===== src/rtl/twi_hs_pkg.sv =====
package twi_hs_pkg;
  localparam int DW = 8;
  localparam int SW = 2;

  localparam logic [SW-1:0] SEL_CTRL = 2'd0;
  localparam logic [SW-1:0] SEL_RATE = 2'd1;
  localparam logic [SW-1:0] SEL_DATA = 2'd2;

  localparam int B_FLAG = 7;
  localparam int B_ACK  = 6;
  localparam int B_STA  = 5;
  localparam int B_STO  = 4;
  localparam int B_WCOL = 3;
  localparam int B_EN   = 2;
  localparam int B_IE   = 0;

  typedef struct packed {
    logic flag;
    logic ack;
    logic sta;
    logic sto;
    logic wcol;
    logic en;
    logic ie;
  } ctrl_t;

  function automatic logic [DW-1:0] ctrl_pack(input ctrl_t c);
    logic [DW-1:0] b;
    b = '0;
    b[B_FLAG] = c.flag;
    b[B_ACK]  = c.ack;
    b[B_STA]  = c.sta;
    b[B_STO]  = c.sto;
    b[B_WCOL] = c.wcol;
    b[B_EN]   = c.en;
    b[B_IE]   = c.ie;
    return b;
  endfunction
endpackage


===== src/rtl/twi_hs_rstsync.sv =====
module twi_hs_rstsync #(
  parameter int STAGES = 2
) (
  input  logic clk,
  input  logic rst_n,
  output logic rst_q
);
  logic [STAGES-1:0] sh_q;

  always_ff @(posedge clk or negedge rst_n) begin
    if (!rst_n) sh_q <= '0;
    else        sh_q <= {sh_q[STAGES-2:0], 1'b1};
  end

  assign rst_q = sh_q[STAGES-1];
endmodule


===== src/rtl/twi_hs_ctrl.sv =====
module twi_hs_ctrl
  import twi_hs_pkg::*;
(
  input  logic          clk,
  input  logic          rst_n,
  input  logic          wr_ctrl,
  input  logic [DW-1:0] wdata,
  input  logic          data_wr,
  input  logic          eng_done,
  input  logic          eng_stop_done,
  output ctrl_t         ctl_q
);
  ctrl_t ctl_d;
  logic  en_next;

  always_comb begin
    ctl_d   = ctl_q;
    en_next = wr_ctrl ? wdata[B_EN] : ctl_q.en;
    ctl_d.en = en_next;
    if (wr_ctrl) begin
      ctl_d.ack = wdata[B_ACK];
      ctl_d.ie  = wdata[B_IE];
      ctl_d.sta = wdata[B_STA];
      ctl_d.sto = wdata[B_STO];
    end else if (eng_stop_done) begin
      ctl_d.sto = 1'b0;
    end
    if (!en_next) begin
      ctl_d.sta = 1'b0;
      ctl_d.sto = 1'b0;
    end
    if (ctl_q.en && eng_done)            ctl_d.flag = 1'b1;
    else if (wr_ctrl && wdata[B_FLAG])   ctl_d.flag = 1'b0;
    if (data_wr) ctl_d.wcol = ~ctl_q.flag;
  end

  always_ff @(posedge clk or negedge rst_n) begin
    if (!rst_n) ctl_q <= '0;
    else        ctl_q <= ctl_d;
  end
endmodule


===== src/rtl/twi_hs_data.sv =====
module twi_hs_data #(
  parameter int W = 8
) (
  input  logic         clk,
  input  logic         rst_n,
  input  logic         data_wr,
  input  logic         flag,
  input  logic         en,
  input  logic [W-1:0] wdata,
  input  logic         rx_load,
  input  logic [W-1:0] rx_byte,
  output logic [W-1:0] data_q
);
  logic [W-1:0] data_d;
  logic         sw_take;
  logic         hw_take;
  logic         load_en;

  assign sw_take = data_wr && flag;
  assign hw_take = rx_load && en && !sw_take;
  assign load_en = sw_take || hw_take;

  always_comb begin
    data_d = data_q;
    if (sw_take)      data_d = wdata;
    else if (hw_take) data_d = rx_byte;
  end

  always_ff @(posedge clk or negedge rst_n) begin
    if (!rst_n)       data_q <= '0;
    else if (load_en) data_q <= data_d;
  end
endmodule


===== src/rtl/twi_hs_tick.sv =====
module twi_hs_tick #(
  parameter int W    = 8,
  parameter int BASE = 16
) (
  input  logic         clk,
  input  logic         rst_n,
  input  logic         rate_wr,
  input  logic [W-1:0] wdata,
  input  logic         en,
  input  logic         hold,
  output logic [W-1:0] rate_q,
  output logic         tick
);
  localparam int MAXLIM = BASE + 2 * ((1 << W) - 1);
  localparam int CW     = $clog2(MAXLIM + 1);

  logic [CW-1:0] cnt_q, cnt_d, lim_m1;
  logic          run;
  logic          wrap;

  assign lim_m1 = CW'(BASE - 1) + (CW'(rate_q) << 1);
  assign run    = en && !hold;
  assign wrap   = cnt_q >= lim_m1;
  assign tick   = run && wrap;

  always_comb begin
    cnt_d = cnt_q;
    if (!en)      cnt_d = '0;
    else if (run) cnt_d = wrap ? '0 : cnt_q + 1'b1;
  end

  always_ff @(posedge clk or negedge rst_n) begin
    if (!rst_n)       rate_q <= '0;
    else if (rate_wr) rate_q <= wdata;
  end

  always_ff @(posedge clk or negedge rst_n) begin
    if (!rst_n) cnt_q <= '0;
    else        cnt_q <= cnt_d;
  end
endmodule


===== src/rtl/twi_hs_top.sv =====
module twi_hs_top
  import twi_hs_pkg::*;
#(
  parameter int TICK_BASE = 16
) (
  input  logic          clk,
  input  logic          rst_n,
  input  logic          wr_en,
  input  logic [SW-1:0] wr_sel,
  input  logic [DW-1:0] wr_data,
  input  logic [SW-1:0] rd_sel,
  output logic [DW-1:0] rd_data,
  input  logic          glb_irq_en,
  input  logic          eng_done,
  input  logic          eng_stop_done,
  input  logic          eng_rx_load,
  input  logic [DW-1:0] eng_rx_byte,
  output logic          eng_en,
  output logic          eng_start,
  output logic          eng_stop,
  output logic          eng_ack,
  output logic [DW-1:0] eng_tx_byte,
  output logic          scl_hold,
  output logic          scl_tick,
  output logic          irq
);
  logic          rst_q;
  ctrl_t         ctl_q;
  logic [DW-1:0] rate_q;
  logic [DW-1:0] data_q;
  logic          wr_ctrl, wr_rate, wr_dat;

  assign wr_ctrl = wr_en && (wr_sel == SEL_CTRL);
  assign wr_rate = wr_en && (wr_sel == SEL_RATE);
  assign wr_dat  = wr_en && (wr_sel == SEL_DATA);

  twi_hs_rstsync #(.STAGES(2)) u_rst (
    .clk(clk), .rst_n(rst_n), .rst_q(rst_q)
  );

  twi_hs_ctrl u_ctrl (
    .clk(clk), .rst_n(rst_q), .wr_ctrl(wr_ctrl), .wdata(wr_data),
    .data_wr(wr_dat), .eng_done(eng_done), .eng_stop_done(eng_stop_done),
    .ctl_q(ctl_q)
  );

  twi_hs_data #(.W(DW)) u_data (
    .clk(clk), .rst_n(rst_q), .data_wr(wr_dat), .flag(ctl_q.flag),
    .en(ctl_q.en), .wdata(wr_data), .rx_load(eng_rx_load),
    .rx_byte(eng_rx_byte), .data_q(data_q)
  );

  twi_hs_tick #(.W(DW), .BASE(TICK_BASE)) u_tick (
    .clk(clk), .rst_n(rst_q), .rate_wr(wr_rate), .wdata(wr_data),
    .en(ctl_q.en), .hold(scl_hold), .rate_q(rate_q), .tick(scl_tick)
  );

  always_comb begin
    case (rd_sel)
      SEL_CTRL: rd_data = ctrl_pack(ctl_q);
      SEL_RATE: rd_data = rate_q;
      SEL_DATA: rd_data = data_q;
      default:  rd_data = '0;
    endcase
  end

  assign eng_en      = ctl_q.en;
  assign eng_start   = ctl_q.sta;
  assign eng_stop    = ctl_q.sto;
  assign eng_ack     = ctl_q.ack;
  assign eng_tx_byte = data_q;
  assign scl_hold    = ctl_q.flag && ctl_q.en;
  assign irq         = ctl_q.flag && ctl_q.ie && glb_irq_en;
endmodule


===== config.mk =====
export PLATFORM = sky130hd
export DESIGN_NAME = twi_hs_top
export DESIGN_NICKNAME = d
export VERILOG_FILES = /design/src/rtl/twi_hs_pkg.sv /design/src/rtl/twi_hs_rstsync.sv /design/src/rtl/twi_hs_ctrl.sv /design/src/rtl/twi_hs_data.sv /design/src/rtl/twi_hs_tick.sv /design/src/rtl/twi_hs_top.sv
export SDC_FILE = /design/constraint.sdc
export NUM_CORES = 1
export LEC_CHECK = 0
export ABC_AREA = 1
export ABC_CLOCK_PERIOD_IN_PS = 2260
export BUFFER_PORTS_ARGS = -buffer_cell sky130_fd_sc_hd__buf_2
export CORE_ASPECT_RATIO = 1.4
export CORE_UTILIZATION = 30
export CTS_CLUSTER_DIAMETER = 80
export DETAILED_ROUTE_END_ITERATION = 16
export PLACE_DENSITY = 0.56
export SLEW_MARGIN = 20
export SYNTH_ARGS = -nofsm -noshare
export SYNTH_HDL_FRONTEND = slang
export SYNTH_SLANG_ARGS = --single-unit

===== constraint.sdc =====
create_clock -name clk -period 2.26 [get_ports clk]
set_input_delay 0.339 -clock clk [delete_from_list [all_inputs] [get_ports clk]]
set_output_delay 0.339 -clock clk [all_outputs]
set_load 0.02 [all_outputs]

==> impl_metrics.ini <==
[layout]
seqCellArea_um2 = 875.8
final_common_cell = nand2_1
multi_input_area_um2 = 1167
final_cell_mix = nand2_1, buf_2, inv_1
n_fill_cell = 734
antenna_cells = 0
design_area_um2 = 2831
syn_to_final_growth_pct = 30.66
nNetsFinal = 387
drive_gt1_share_pct = 28.29

[power_and_ir_drop]
p_total_mw = 1.996
leakagePower_nw = 1.514
peakVddDrop_mv = 0.3361
powerDensity_nw_per_um2 = 704.9

[die]
pin_count = 50
fp.coreArea_um2 = 6982
design.die.area_um2 = 7572
fp.dieH_um = 102.6
start_util_pct = 31.04
rows = 36
die_w_um = 73.83

[sta]
final.setup.tns_ps = -428.1
rsz0062_at_grt = true
slew_headroom_pct = 62.64
hold_viol_final = 0
drv_slew = 0
period_share_pct = 118.9
setup_slack_ps = -428.1
min_period_ps = 2688
setup_viol = 1
max_freq_mhz = 372.0
tightest_slew_ps = 558.9
skew_ps = 8.605

[synthesis]
synth_edf_count = 0
dominantRegCellSynth = dfrtp_1
ys_seq_area_share_pct = 40.42
avgSynthCellArea_um2 = 7.740
yosys_warnings = 0
synth_cell_types = 33
synthesis.nets = 318
synth-seq-cells = 35
ys_async_sr_fraction_pct = 100.0
synthCells = 280
syn_area_um2 = 2167

[cts]
cts.path.max_buffers = 2
cts_max_level = 2
cts-buffers-inserted = 5
numClockSinks = 35
cts_tree = done
clk_pin_slew_ps = 70
clock_latency_ps = 300
root_buffer = clkbuf_8

[drt]
remaining_drc_errors = 0
wirelength_mm = 5.688
dr.pass1.iters = 4
detail_route.wl_per_cell_um = 12.78
vias_per_cell = 4.560
drtIter0Drc = 63
via_count = 2029
postRouteAntennaNets = 0

[placement]
io_buffers = 49
placed_cell_area_um2 = 2621
gp_congestion = 0.7885
dp_hpwl_mm = 4.315

[global_routing]
met2_usage_pct = 29.22
grt_use_total_pct = 16.27
grt_max_degree = 34
grt_first_pass_wirelength_mm = 9.218
grt_pass1_vias = 1984
grt_overflow_total = 0
grt_use_met1_pct = 18.89
antenna_found_initial = 0
top_usage_layer = met2
grtUsageMet3_pct = 3.128

[worst_hold_path]
holdPathStages = 3
hold_class = primary input to flop

[worst_setup_path]
crit_chain = inv_2 > ha_4 > a21oi_4 > nand3_2 > nand3b_1 > ha_4 > nand2_4 > inv_1 > a21oi_1 > nand2_2 > nor2_4 > nor3_4 > buf_6
crit_fanout = 3
cp.arrival_ps = 2350
cp.required_ps = 1920
startpoint_type = flop
reg2reg_from = u_tick.rate_q[0]$_DFFE_PN0P_
critical_path.endpoint = scl_tick
endpoint_kind = output pin
reg2reg_slack_ps = 10
rr_worst_depth = 14
crit_path_top_delay_cell = dfrtp_1
startpoint = u_tick.rate_q[0]$_DFFE_PN0P_
timing.rr.end = u_tick.cnt_q[8]$_DFFE_PN0P_
cp_slowest_stage_delay_ps = 360
criticalPathCategory = flop to output pin
crit_top_cell = ha_4

[job]
max-cap-violations = 0

[status]
violations = setup timing
status = finished with violations
==> synth_stat cells (3+ instances only) <==
library cell | n | area (um2)
xor2_1 | 6 | 52.55
a21oi_1 | 3 | 15.01
inv_1 | 46 | 172.7
buf_2 | 3 | 15.01
dfrtp_1 | 35 | 875.8
ha_1 | 11 | 137.6
o221ai_1 | 10 | 87.58
nand2_1 | 83 | 311.6
nor2_1 | 11 | 41.29
o211ai_1 | 4 | 30.03
o21ai_0 | 15 | 75.07
nand3_1 | 27 | 135.1
nand4_1 | 3 | 18.77
==> how the worst min path moves through the flow <==
stage / to / from / slack (ps)
after floorplan: u_rst.sh_q[0]$_DFF_PN0_ / rst_n / 40
after global placement: u_rst.sh_q[1]$_DFF_PN0_ / rst_n / 120
after detailed placement: u_rst.sh_q[1]$_DFF_PN0_ / rst_n / 120
after CTS: u_ctrl.ctl_q[6]$_DFFE_PN0P_ / eng_done / 250
after global routing: u_ctrl.ctl_q[6]$_DFFE_PN0P_ / eng_done / 270
final: u_ctrl.ctl_q[6]$_DFFE_PN0P_ / eng_done / 260
==> state kept, by name (all words and copies together) (netlist names) <==
signal and count:
u_ctrl.ctl_q 7, u_data.data_q 8, u_rst.sh_q 2, u_tick.cnt_q 10, u_tick.rate_q 8
==> cells by family after synthesis <==
| kind of cell | synth area share (%) |
|---|---|
| simple gates | 28.29 |
| buf+inv | 9.873 |
| compound gates | 11.66 |
| flops | 40.42 |
| fa+ha+maj | 6.351 |
| xor+xnor | 3.233 |
| other cells | 0.1730 |
==> layout make-up <==
| class | count | area share (%) |
|---|---|---|
| Clock buffer | 7 | 3.403 |
| Timing Repair Buffer | 67 | 13.74 |
| Inverter | 47 | 6.231 |
| Clock inverter | 1 | 0.2651 |
| Multi-Input combinational cell | 193 | 41.23 |
| Sequential cell | 35 | 30.93 |
| Tap cell | 95 | 4.198 |
==> critical path, delay by kind of cell (launching register included) <==
kind	cells	cell delay [ps]
AO/OA/AOI/OAI	2	330
adder cells (fa/ha/maj)	2	440
buffers and inverters	3	260
flip-flops	1	360
AND/OR/NAND/NOR	6	670
==> timing repair <==
| action | 4_1_cts | 5_1_grt |
|---|---|---|
| hold endpoints to repair | 2 | 0 |
| resized for setup | 8 | 10 |
| hold buffers | 1 | 0 |
| endpoints found under the setup margin | 11 | 11 |
| pin swaps | 5 | 9 |
| setup buffers | 1 | 2 |
==> metal layers <==
layer / share of wire, % / vias up
li1: - / 1042
met1: 42 / 943
met2: 53 / 37
met3: 3.2 / 7
met4: 1.6 / 0
met5: 0 / -
==> power by group <==
group / total, mW / switching, mW / internal, mW / leakage, nW
Sequential: 0.806 / 0.0888 / 0.717 / 0.448
Combinational: 0.671 / 0.397 / 0.274 / 1.02
Clock: 0.519 / 0.242 / 0.277 / 0.0505
==> metrics by stage <==
| step | hold slack, ps | worst slack, ps | utilization [%] | std cells |
|---|---|---|---|---|
| 4_1_cts | 252.0 | -415.3 | 39.70 | 443 |
| 3_3_place_gp | 124.1 | -110.6 | 37.54 | 433 |
| 6_report | 259.8 | -428.1 | 40.56 | 445 |
| 2_1_floorplan | 43.41 | -121.3 | - | 280 |
| 5_1_grt | 265.7 | -542.3 | 40.56 | 445 |
| 3_5_place_dp | 124.7 | -186.7 | 37.54 | 433 |
No activity file was read; power rests on OpenSTA's default activity.
